==> src/rtl/dmaeng_pkg.sv <==
package dmaeng_pkg;

  typedef enum logic {
    SEL_ADDR  = 1'b0,
    SEL_COUNT = 1'b1
  } host_sel_e;

  // Transfer step in bytes for the given width mode.
  function automatic logic [1:0] step_size(input logic wide);
    return wide ? 2'd2 : 2'd1;
  endfunction

endpackage

==> src/rtl/dmaeng_byteptr.sv <==
module dmaeng_byteptr #(
  parameter int NB = 2,
  localparam int PW = (NB > 1) ? $clog2(NB) : 1
) (
  input  logic          clk,
  input  logic          rst_n,
  input  logic          clr,
  input  logic          adv,
  output logic [PW-1:0] ptr_q
);

  localparam logic [PW-1:0] LAST = PW'(NB - 1);

  always_ff @(posedge clk or negedge rst_n) begin
    if (!rst_n) begin
      ptr_q <= '0;
    end else if (clr) begin
      ptr_q <= '0;
    end else if (adv) begin
      ptr_q <= (ptr_q == LAST) ? '0 : ptr_q + 1'b1;
    end
  end

endmodule

==> src/rtl/dmaeng_regpair.sv <==
module dmaeng_regpair #(
  parameter int W  = 16,
  parameter int BW = 8,
  parameter int PW = 1,
  localparam int NB = W / BW
) (
  input  logic          clk,
  input  logic          rst_n,
  input  logic          wr_en,
  input  logic [PW-1:0] wr_idx,
  input  logic [BW-1:0] wr_data,
  input  logic          upd_en,
  input  logic [W-1:0]  upd_val,
  input  logic          reload_en,
  output logic [W-1:0]  cur_q,
  output logic [W-1:0]  base_q
);

  logic [NB-1:0] byte_we;
  logic [W-1:0]  cur_d;
  logic [W-1:0]  base_d;

  for (genvar b = 0; b < NB; b++) begin : g_byte_we
    assign byte_we[b] = wr_en && (wr_idx == PW'(b));
  end

  always_comb begin
    base_d = base_q;
    cur_d  = cur_q;
    if (reload_en) begin
      cur_d = base_q;
    end else if (upd_en) begin
      cur_d = upd_val;
    end
    for (int b = 0; b < NB; b++) begin
      if (byte_we[b]) begin
        base_d[b*BW +: BW] = wr_data;
        cur_d[b*BW +: BW]  = wr_data;
      end
    end
  end

  always_ff @(posedge clk or negedge rst_n) begin
    if (!rst_n) begin
      cur_q  <= '0;
      base_q <= '0;
    end else begin
      cur_q  <= cur_d;
      base_q <= base_d;
    end
  end

endmodule

==> src/rtl/dmaeng_stepper.sv <==
module dmaeng_stepper
  import dmaeng_pkg::*;
#(
  parameter int AW = 16,
  parameter int CW = 16
) (
  input  logic          wide,
  input  logic          down,
  input  logic [AW-1:0] addr_cur,
  input  logic [CW-1:0] cnt_cur,
  output logic [AW-1:0] addr_nxt,
  output logic [CW-1:0] cnt_nxt,
  output logic          cnt_wrap
);

  logic [AW-1:0] a_step;
  logic [CW-1:0] c_step;

  assign a_step   = AW'(step_size(wide));
  assign c_step   = CW'(step_size(wide));
  assign addr_nxt = down ? (addr_cur - a_step) : (addr_cur + a_step);
  assign cnt_nxt  = cnt_cur - c_step;
  // The count wraps when it is smaller than the step it loses.
  assign cnt_wrap = (cnt_cur < c_step);

endmodule

==> src/rtl/dmaeng_chan.sv <==
module dmaeng_chan
  import dmaeng_pkg::*;
#(
  parameter int ADDR_W = 16,
  parameter int CNT_W  = 16,
  parameter int HOST_W = 8
) (
  input  logic              clk,
  input  logic              rst_n,
  input  logic              host_wr_en,
  input  logic              host_rd_en,
  input  logic              host_sel,
  input  logic [HOST_W-1:0] host_wdata,
  output logic [HOST_W-1:0] host_rdata,
  input  logic              ptr_clear,
  input  logic              xfer_stb,
  input  logic              wide_mode,
  input  logic              dir_down,
  input  logic              addr_hold,
  input  logic              mem2mem,
  input  logic              eop_in,
  input  logic              autoinit_en,
  output logic [ADDR_W-1:0] addr_out,
  output logic [CNT_W-1:0]  count_out,
  output logic              tc
);

  localparam int NB = ADDR_W / HOST_W;
  localparam int PW = (NB > 1) ? $clog2(NB) : 1;
  localparam int MW = (ADDR_W > CNT_W) ? ADDR_W : CNT_W;

  host_sel_e sel_e;
  logic [PW-1:0]     ptr_q;
  logic              access;
  logic              do_xfer;
  logic              eop_evt;
  logic              reload;
  logic              addr_upd;
  logic [ADDR_W-1:0] addr_cur;
  logic [ADDR_W-1:0] addr_base;
  logic [ADDR_W-1:0] addr_nxt;
  logic [CNT_W-1:0]  cnt_cur;
  logic [CNT_W-1:0]  cnt_base;
  logic [CNT_W-1:0]  cnt_nxt;
  logic              cnt_wrap;
  logic              tc_q;
  logic [MW-1:0]     rd_word;

  assign sel_e    = host_sel_e'(host_sel);
  assign access   = host_wr_en || host_rd_en;
  assign do_xfer  = xfer_stb && !host_wr_en;
  assign eop_evt  = !host_wr_en && (eop_in || (do_xfer && cnt_wrap));
  assign reload   = eop_evt && autoinit_en;
  assign addr_upd = do_xfer && !(addr_hold && mem2mem);

  dmaeng_byteptr #(.NB(NB)) u_ptr (
    .clk   (clk),
    .rst_n (rst_n),
    .clr   (ptr_clear),
    .adv   (access),
    .ptr_q (ptr_q)
  );

  dmaeng_stepper #(.AW(ADDR_W), .CW(CNT_W)) u_step (
    .wide     (wide_mode),
    .down     (dir_down),
    .addr_cur (addr_cur),
    .cnt_cur  (cnt_cur),
    .addr_nxt (addr_nxt),
    .cnt_nxt  (cnt_nxt),
    .cnt_wrap (cnt_wrap)
  );

  dmaeng_regpair #(.W(ADDR_W), .BW(HOST_W), .PW(PW)) u_addr (
    .clk       (clk),
    .rst_n     (rst_n),
    .wr_en     (host_wr_en && (sel_e == SEL_ADDR)),
    .wr_idx    (ptr_q),
    .wr_data   (host_wdata),
    .upd_en    (addr_upd),
    .upd_val   (addr_nxt),
    .reload_en (reload),
    .cur_q     (addr_cur),
    .base_q    (addr_base)
  );

  dmaeng_regpair #(.W(CNT_W), .BW(HOST_W), .PW(PW)) u_cnt (
    .clk       (clk),
    .rst_n     (rst_n),
    .wr_en     (host_wr_en && (sel_e == SEL_COUNT)),
    .wr_idx    (ptr_q),
    .wr_data   (host_wdata),
    .upd_en    (do_xfer),
    .upd_val   (cnt_nxt),
    .reload_en (reload),
    .cur_q     (cnt_cur),
    .base_q    (cnt_base)
  );

  always_ff @(posedge clk or negedge rst_n) begin
    if (!rst_n) begin
      tc_q <= 1'b0;
    end else begin
      tc_q <= do_xfer && cnt_wrap;
    end
  end

  // Word transfers present only even addresses.
  always_comb begin
    addr_out    = addr_cur;
    addr_out[0] = addr_cur[0] && !wide_mode;
  end

  assign count_out  = cnt_cur;
  assign tc         = tc_q;
  assign rd_word    = (sel_e == SEL_COUNT) ? MW'(cnt_cur) : MW'(addr_cur);
  assign host_rdata = HOST_W'(rd_word >> (int'(ptr_q) * HOST_W));

  // The base copies are only read back through a reload.
  logic unused_base;
  assign unused_base = ^{addr_base, cnt_base};

endmodule

==> config.mk <==
export PLATFORM = sky130hd
export DESIGN_NAME = dmaeng_chan
export DESIGN_NICKNAME = d
export VERILOG_FILES = /design/src/rtl/dmaeng_pkg.sv /design/src/rtl/dmaeng_byteptr.sv /design/src/rtl/dmaeng_regpair.sv /design/src/rtl/dmaeng_stepper.sv /design/src/rtl/dmaeng_chan.sv
export SDC_FILE = /design/constraint.sdc
export NUM_CORES = 1
export LEC_CHECK = 0
export ABC_AREA = 1
export BUFFER_PORTS_ARGS = -buffer_cell sky130_fd_sc_hd__buf_2
export CAP_MARGIN = 20
export CORE_MARGIN = 5
export CORE_UTILIZATION = 50
export DETAILED_ROUTE_END_ITERATION = 8
export GPL_TIMING_DRIVEN = 1
export PLACE_DENSITY = 0.73
export SKIP_LAST_GASP = 1
export SLEW_MARGIN = 20
export SYNTH_ARGS = -nofsm -noshare
export SYNTH_HDL_FRONTEND = slang
export SYNTH_HIERARCHICAL = 1
export SYNTH_SLANG_ARGS = --single-unit
==> constraint.sdc <==
create_clock -name clk -period 2.65 [get_ports clk]
set_input_delay 0.1325 -clock clk [delete_from_list [all_inputs] [get_ports clk]]
set_output_delay 0.1325 -clock clk [all_outputs]
set_load 0.005 [all_outputs]
== Yosys cells after proc, flatten, opt, wreduce, memory -nomap -nowiden ==
Index checks and enable logic that the tools add are counted.
Storage, ports and cells
  logic and storage cells: 55
  input port bits: 21
  output and inout bits: 41
  bits in registers: 66
Operators by class
  bitwise operators: 2
  $add $sub $neg: 4
  reduce and logical (&&, ||, !) cells: 23
  shift operators: 1
  multiplexer cells: 14
  $lt $le $gt $ge: 1
Operators with widths (number)
  16-bit 2-to-1 mux: 6
  8-bit 2-to-1 mux: 4
  16-bit by 2-bit subtractor with 16-bit output: 2
  16-bit by 2-bit adder with 16-bit output: 1
  16-bit by 2-bit < comparator with 1-bit output: 1
  16-bit by 4-bit >> shifter with 8-bit output: 1
  1-bit logical AND: 13
  3-bit nonzero test: 4
  1-bit zero test: 3
  1-bit 2-to-1 mux: 3
  1-bit logical OR: 2
  2-bit 2-to-1 mux: 1
  1-bit inverter: 2
  2-bit nonzero test: 1
  1-bit adder (second input constant): 1

== Logic depth before layout (Yosys ltp) ==
Gate-level depths: netlist of the first run.
  depth after elaboration: 8
  mapped depth: 18
  gate-level depth less buffers: 18

== By module ==
The synthesis of the first run kept the hierarchy.
By module, submodules not included
  dmaeng_regpair: sequential area each 800.8 um^2, times used 2, cells each 216, area an instance 1586.5 um^2
  dmaeng_stepper: sequential area each 0.0 um^2, times used 1, cells each 255, area an instance 1320.0 um^2
  dmaeng_chan: sequential area each 25.0 um^2, times used 1, cells each 109, area an instance 479.2 um^2
  dmaeng_byteptr: sequential area each 25.0 um^2, times used 1, cells each 6, area an instance 43.8 um^2

== Worst setup path after synthesis of the first run ==
Ideal clock, no wire load.
  path kind: register to register
  start point: register u_cnt.cur_q[0]
  end point: register u_addr.cur_q[10]
  buffers on the path: 1
  slack: -0.218 ns
  cell stages (with the launch flop): 18
  data required time: 2.533 ns
  arrival time: 2.751 ns
  setup time: 0.117 ns
  period minus slack after synthesis: 2.868 ns
  cells stage by stage: dfrtp_1 > inv_1 > ha_1 > inv_1 > fa_1 > or2_4 > nor2_4 > and2_4 > nand2_2 > nor2_1 > nand3_1 > a21oi_1 > buf_2 > nand2_1 > nand3_1 > nand2_1 > nand2_1 > nand2_1
Between the ends
  word-level cells in the longest chain between the ends: 7
  elaborated cells on any way between the ends: 8
  those cells by class: order compare: 1; mux: 2; reduce/logical: 5
Ends and longest elaborated chain
  start, declared: RTL line dmaeng_regpair.sv:15  | output logic [W-1:0] cur_q,
  start signal, assigned: RTL line dmaeng_regpair.sv:48  | cur_q <= cur_d;
  16-bit by 2-bit < comparator with 1-bit output (*): RTL line dmaeng_stepper.sv:24  | assign cnt_wrap = (cnt_cur < c_step);
  via cnt_wrap: RTL line dmaeng_chan.sv:45  | logic cnt_wrap;
  1-bit logical AND (*): RTL line dmaeng_chan.sv:52  | assign eop_evt = !host_wr_en && (eop_in || (do_xfer && cnt_wrap));
  1-bit logical OR (*): RTL line dmaeng_chan.sv:52
  1-bit logical AND (*): RTL line dmaeng_chan.sv:52
  1-bit logical AND (*): RTL line dmaeng_chan.sv:53  | assign reload = eop_evt && autoinit_en;
  via reload: RTL line dmaeng_chan.sv:37  | logic reload;
  16-bit 2-to-1 mux: RTL line dmaeng_regpair.sv:30  | if (reload_en) begin
  8-bit 2-to-1 mux: RTL line dmaeng_regpair.sv:36  | if (byte_we[b]) begin
  end signal, assigned: RTL line dmaeng_regpair.sv:48
  end, declared: RTL line dmaeng_regpair.sv:15
The timed path passes the listed nets; every way through them passes the cells marked *.
A chain may end at the register's enable or synchronous reset.

== Final worst setup path of the first run ==
  start point: register u_cnt.cur_q[0]
  end point: register u_cnt.cur_q[2]
Between the ends
  word-level cells in the longest chain between the ends: 7
  elaborated cells on any way between the ends: 10
  those cells by class: add/sub: 1; order compare: 1; mux: 3; reduce/logical: 5
Ends and longest elaborated chain (RTL line)
  16-bit by 2-bit < comparator with 1-bit output (*): dmaeng_stepper.sv:24
  via cnt_wrap: dmaeng_chan.sv:45
  1-bit logical AND (*): dmaeng_chan.sv:52
  1-bit logical OR (*): dmaeng_chan.sv:52
  1-bit logical AND (*): dmaeng_chan.sv:52
  1-bit logical AND (*): dmaeng_chan.sv:53
  via reload: dmaeng_chan.sv:37
  16-bit 2-to-1 mux: dmaeng_regpair.sv:30
  8-bit 2-to-1 mux: dmaeng_regpair.sv:36
The timed path passes the listed nets; every way through them passes the cells marked *. The select of a mux whose other input is x is not followed.

==> results.json, run 1 <==
{
  "status": "finished with violations",
  "violations": "negative setup slack",
  "netlist_area_um2": 5020,
  "path_buf_inv": 5,
  "dieArea_um2": 12100,
  "ys_async_sr_fraction": 1.00,
  "path_common_cell": "nor2_1",
  "synth_area_leaders": "dfrtp_1 (33%), nand2_1 (26%), inv_1 (10%)",
  "synth_seq_area_share": 0.329,
  "io_buffer_count": 61,
  "wirelength_um": 14000,
  "min_path_type": "in -> reg",
  "hpwl_um": 10100,
  "crit_family": "simple AND/OR/NAND/NOR gates",
  "postSynthCellCount": 802,
  "path_clk_slew_ns": 0.07,
  "drtIter0Drc": 376,
  "cp_cell_sequence": "inv_1 > ha_2 > inv_2 > fa_2 > or2_4 > nor2_4 > and2_4 > nand2_4 > nor2_4 > nand3_2 > a21oi_4 > buf_6 > buf_12 > inv_12 > nor2_1 > nor2_1 > nor2_1 > nor2_1",
  "n_antenna_cell": 0,
  "setup_ws_ns": -0.0191,
  "grt_pass1_vias": 4571,
  "yosys.area.top_type": "dfrtp_1",
  "rsz0062_at_grt": "yes",
  "yosys.area.top_type_share": 0.329,
  "period_needed_ns": 2.67,
  "slowest_stage": "dfrtp_1",
  "yosysWarnings": 6,
  "yosys_register_bits": 66,
  "root_buffer": "clkbuf_8",
  "gp_congestion": 0.942,
  "critPathKind": "reg -> reg",
  "critical_path_required_ns": 2.90,
  "cp-start-kind": "flop",
  "grt_max_degree": 44,
  "relSlewSlack": 0.366,
  "combPwrFrac": 0.527,
  "clockBufferDepth": 2,
  "fin_nets": 934,
  "final_util": 0.621,
  "syn_area_per_cell_um2": 6.25,
  "min_period_over_period": 1.01,
  "seq_area_um2": 1650,
  "synthFlopType": "dfrtp_1",
  "tightest_slew_ns": 0.951,
  "layout_common_cells": "nand2_1 (328), inv_1 (134), dfrtp_1 (66), buf_2 (61), nand3_1 (54)",
  "multi_input_area_um2": 2800,
  "p_leak_nw": 3.69,
  "p_clk_frac": 0.166,
  "synth_edf_count": 0,
  "final_common_cell": "nand2_1",
  "ant_nets": 0,
  "drc": 0,
  "critPathCaptureType": "flop",
  "nFillCells": 929,
  "final_max_slew_viol_count": 0,
  "rrSetupSlack_ns": -0.02,
  "start_util": 0.513,
  "ir_worst_vdd_uv": 542,
  "crit_fanout": 5,
  "pin_count": 62,
  "antenna_found_initial": 0,
  "avgRoutedWirePerCell_um": 13.5,
  "htreeDepth": 3,
  "design.core.area_um2": 9770,
  "synth.distinct_cells": 31,
  "dieWidth_um": 110,
  "cp.arrival_ns": 2.92,
  "cts-buffers-inserted": 9,
  "power_frac_seq": 0.307,
  "fp-row-count": 36,
  "num_vias": 5079,
  "fmax_ghz": 0.375,
  "track_usage": 0.229,
  "areaGrowthSynthToFinish_pct": 20.9,
  "switching_share": 0.455,
  "finalSetupViolations": 2,
  "drive_above_1_share": 0.204,
  "clock_latency_ns": 0.35,
  "internal_power_w": 0.00290,
  "maxCapViolations": 0,
  "die_h_um": 110,
  "grt_first_pass_wirelength_um": 21600,
  "cts.sinks": 66,
  "dp_cells": 1001,
  "finalHoldViolations": 0,
  "cts_tree": "yes",
  "skew_ns": 0.00707,
  "fin_cells": 1032,
  "cp_slowest_stage_delay_ns": 0.38,
  "viasPerCell": 4.92,
  "syn_nets": 842,
  "firstDrtPassIters": 5,
  "gr-total-overflow": 0,
  "power.density_nw_per_um2": 879,
  "p_sw_w": 0.00243
}
-- cells in the mapped netlist, types with 7 or more instances --
master / instances
nand2_1: 343
inv_1: 135
dfrtp_1: 66
nand3_1: 64
nor2_1: 53
o21ai_0: 28
ha_1: 17
inv_2: 15
a21oi_1: 12
nand2_2: 9
xor2_1: 8
buf_2: 7
xnor2_1: 7
-- routing by layer --
| metal | wire length [um] | up-vias | track usage |
|---|---|---|---|
| met2 | 6660 | 158 | 0.376 |
| met4 | 289 | 0 | 0.0932 |
| met5 | 0 | - | 0 |
| met3 | 766 | 27 | 0.0268 |
| li1 | - | 2594 | - |
| met1 | 6260 | 2300 | 0.309 |
-- final timing paths --
path / end / cells past startpoint / startpoint
max: u_cnt/cur_q[2] / 18 / u_cnt/cur_q[0]
min: u_ptr/ptr_q / 5 / host_rd_en
max reg2reg: u_cnt/cur_q[2] / 18 / u_cnt/cur_q[0]
min reg2reg: u_addr/base_q[2] / 2 / u_addr/base_q[2]
max in group asynchronous: u_addr/base_q[12] / 3 / rst_n
min in group asynchronous: u_cnt/base_q[2] / 2 / rst_n
-- cell families after synthesis --
family | synth area share
buffers and inverters | 0.142
AOI/OAI and AO/OA | 0.0419
adders and majority gates | 0.0504
and+or+nand+nor | 0.407
xor gates and xnor gates | 0.0294
DFF | 0.329
-- layout make-up --
type                       count  share of cell area
multi-input combinational    569               0.461
tap                          133              0.0274
timing repair inverter         3             0.00598
inverter                     153               0.102
clock inverter                 5             0.00866
sequential                    66               0.272
timing repair buffer          92              0.0976
clock buffer                  11              0.0250
-- flip-flops by register name (all words and copies together), names as in the netlist --
| signal | cells |
|---|---|
| u_addr/base_q | 16 |
| tc | 1 |
| u_ptr/ptr_q | 1 |
| u_addr/cur_q | 16 |
| u_cnt/cur_q | 16 |
| u_cnt/base_q | 16 |
-- power groups by stage --
stage / logic, W / clock network (W) / registers [W]
final: 0.00281 / 0.000884 / 0.00164
after global placement: 0.00261 / 0 / 0.00165
after floorplan: 0.00191 / 0 / 0.00157
after global routing: 0.00322 / 0.000937 / 0.00169
after CTS: 0.00267 / 0.000895 / 0.00163
after detailed placement: 0.00263 / 0 / 0.00165
-- worst min-delay path, cell delays in order --
cell,delay (ns)
buf_2,0.08
or2_2,0.11
nand2_1,0.05
nand2_1,0.05
nor2_1,0.03
-- repair_timing --
action / CTS / global route
setup buffers: 4 / 6
endpoints found under the setup margin: 29 / 32
hold buffers: 2 / 0
pin swaps: 5 / 24
endpoints found under the hold margin: 42 / 0
gates cloned: 0 / 3
gates resized for setup: 4 / 55
-- per-stage QoR --
step	hold slack, ns	power [W]	setup WS [ns]	TNS (ns)	cell area, um2
2_1_floorplan	-0.163	0.00348	0.0153	0	5030
3_3_place_gp	0.352	0.00425	0.0126	0	5530
3_5_place_dp	0.345	0.00428	-0.0484	-0.389	5530
4_1_cts	0.101	0.00519	-0.0157	-0.0832	5790
5_1_grt	0.116	0.00584	-0.134	-3.11	6070
6_report	0.128	0.00533	-0.0191	-0.0239	6070
(Power assumes the default switching activity.)
==> run 2, diff against run 1 <==
- CELL_PAD_IN_SITES_DETAIL_PLACEMENT: unset -> 1
- CELL_PAD_IN_SITES_GLOBAL_PLACEMENT: unset -> 2
- CORE_UTILIZATION: 50 -> 29
- PLACE_DENSITY: 0.73 -> unset
- PLACE_DENSITY_LB_ADDON: unset -> 0.1
==> run 2 against run 1 <==
  * Clock power rose by 26%
  * Combinational power rose by 5%
  * Largest cell class unchanged
  * Worst hold slack got worse by 0.098 ns
  * First-iteration DRC count fell by 55%
  * Non-clock buffer count fell by 2
  * The flow still finishes with violations (negative setup slack)
  * Total power rose by 7.3%
  * Clock-buffer cell count rose by 2
==> results.json, run 2 (synthesized netlist as in run 1, its figures left out) <==
{
  "finalSetupViolations": 22,
  "placed_cell_area_um2": 5700,
  "clock_latency_ns": 0.34,
  "start_util": 0.293,
  "rrSetupSlack_ns": -0.03,
  "relSlewSlack": 0.471,
  "grt_max_degree": 38,
  "grt_use_met1": 0.238,
  "avgRoutedWirePerCell_um": 16.1,
  "finalHoldViolations": 0,
  "crit_fanout": 6,
  "dp_cells": 1096,
  "fmax_ghz": 0.372,
  "areaGrowthSynthToFinish_pct": 25.3,
  "drtIter0Drc": 168,
  "violations": "negative setup slack",
  "seq_area_um2": 1650,
  "crit_family": "simple AND/OR/NAND/NOR gates",
  "path_clk_slew_ns": 0.06,
  "clockBufferDepth": 2,
  "die_h_um": 142,
  "cts_tree": "yes",
  "min_path_type": "in -> reg",
  "fin_nets": 929,
  "antenna_found_initial": 0,
  "path_buf_inv": 4,
  "final_common_cell": "nand2_1",
  "cts-buffers-inserted": 9,
  "design_area_um2": 6280,
  "tightest_slew_ns": 0.793,
  "setup_ws_ns": -0.0347,
  "fin_cells": 1119,
  "num_vias": 5118,
  "wirelength_um": 18000,
  "pin_count": 62,
  "ant_nets": 0,
  "design.core.area_um2": 17100,
  "cp_cell_sequence": "inv_2 > ha_4 > inv_4 > fa_2 > or2_4 > nor2_4 > and2_4 > nand2_4 > nor2_4 > nand3_2 > a21oi_4 > buf_8 > buf_12 > nand2_2 > nand3_2 > nand2_2 > nand2_1 > nand2_1",
  "hpwl_um": 14000,
  "final_util": 0.367,
  "cp-start-kind": "flop",
  "ir_worst_vdd_uv": 261,
  "status": "finished with violations",
  "nFillCells": 2275,
  "firstDrtPassIters": 5,
  "drc": 0,
  "dieArea_um2": 20000,
  "track_usage": 0.186,
  "multi_input_area_um2": 2880,
  "place_ws_ns": -0.142,
  "critPathCaptureType": "flop",
  "htreeDepth": 3,
  "critical_path_required_ns": 2.88,
  "root_buffer": "clkbuf_16",
  "gr-total-overflow": 0,
  "grt_first_pass_wirelength_um": 29000,
  "layout_common_cells": "nand2_1 (314), inv_1 (133), dfrtp_1 (66), buf_2 (61)",
  "p_leak_nw": 3.76,
  "n_antenna_cell": 0,
  "viasPerCell": 4.57,
  "maxCapViolations": 0,
  "power.density_nw_per_um2": 910,
  "io_buffer_count": 61,
  "cp.arrival_ns": 2.91,
  "dieWidth_um": 142,
  "slowest_stage": "dfrtp_1",
  "grtUsageMet3": 0.0206,
  "cp_slowest_stage_delay_ns": 0.39,
  "period_needed_ns": 2.68,
  "cts.sinks": 66,
  "grt_pass1_vias": 5407,
  "critPathKind": "reg -> reg",
  "grt.busiest_layer": "met2",
  "final_max_slew_viol_count": 0,
  "skew_ns": 0.00653,
  "met2_usage": 0.325,
  "gp_congestion": 0.805,
  "drive_above_1_share": 0.219,
  "rsz0062_at_grt": "yes",
  "min_period_over_period": 1.01,
  "fp-row-count": 48
}
-- run 2: cell count changes in the layout (fill, tap and decap cells not counted), sizes merged --
cell	delta
clkbuf	+2
inv	-2
buf	-1
bufinv	-1
clkinv	-1
clkinvlp	-1
dlygate4sd3	-1
-- run 2: path summary, 6_finish.rpt --
kind	startpoint	to	depth (start not counted)
min in group asynchronous	rst_n	u_cnt/base_q[2]	2
setup / recovery	u_cnt/cur_q[0]	u_cnt/cur_q[12]	18
hold / removal	ptr_clear	u_ptr/ptr_q	4
max in group asynchronous	rst_n	u_cnt/base_q[13]	3
setup reg to reg	u_cnt/cur_q[0]	u_cnt/cur_q[12]	18
hold reg to reg	u_cnt/base_q[4]	u_cnt/base_q[4]	2
-- run 2: per-layer routing --
layer  routed length (um)  vias to the layer above
met3                  397                       19
met5                    0                        -
met1                 8170                     2457
li1                     -                     2587
met4                  355                        0
met2                 9110                       55
-- run 2: metrics by stage --
step	total power [W]	hold slack, ns	TNS (ns)
2_1_floorplan	0.00348	-0.163	0
3_3_place_gp	0.00445	0.250	-0.387
3_5_place_dp	0.00451	0.259	-2.06
4_1_cts	0.00569	0.00743	-0.106
5_1_grt	0.00633	0.0265	-3.64
6_report	0.00572	0.0303	-0.337
-- run 2: cell type report --
cell class,instances,share of cell area
Inverter,153,0.0974
Sequential cell,66,0.263
Tap cell,225,0.0448
Clock inverter,3,0.00239
Timing Repair Buffer,90,0.0938
Multi-Input combinational cell,569,0.459
Clock buffer,13,0.0398
-- run 2: where the power goes --
group	internal (W)	switching (W)	total, W
sequential	0.00130	0.000365	0.00166
clock	0.000655	0.000452	0.00111
combinational	0.00115	0.00180	0.00295
-- run 2: tightest hold or removal path, stage by stage --
cell     delay, ns
buf_2         0.07
inv_1         0.03
nand2_1       0.06
nor2_1        0.04
-- run 2: timing repair --
| action | CTS | global route |
|---|---|---|
| endpoints found under the setup margin | 32 | 32 |
| resized for setup | 13 | 69 |
| hold buffers | 1 | 0 |
| setup buffers | 4 | 3 |
| cloned | 1 | 0 |
| pin swaps | 4 | 43 |
| endpoints found under the hold margin | 29 | 0 |
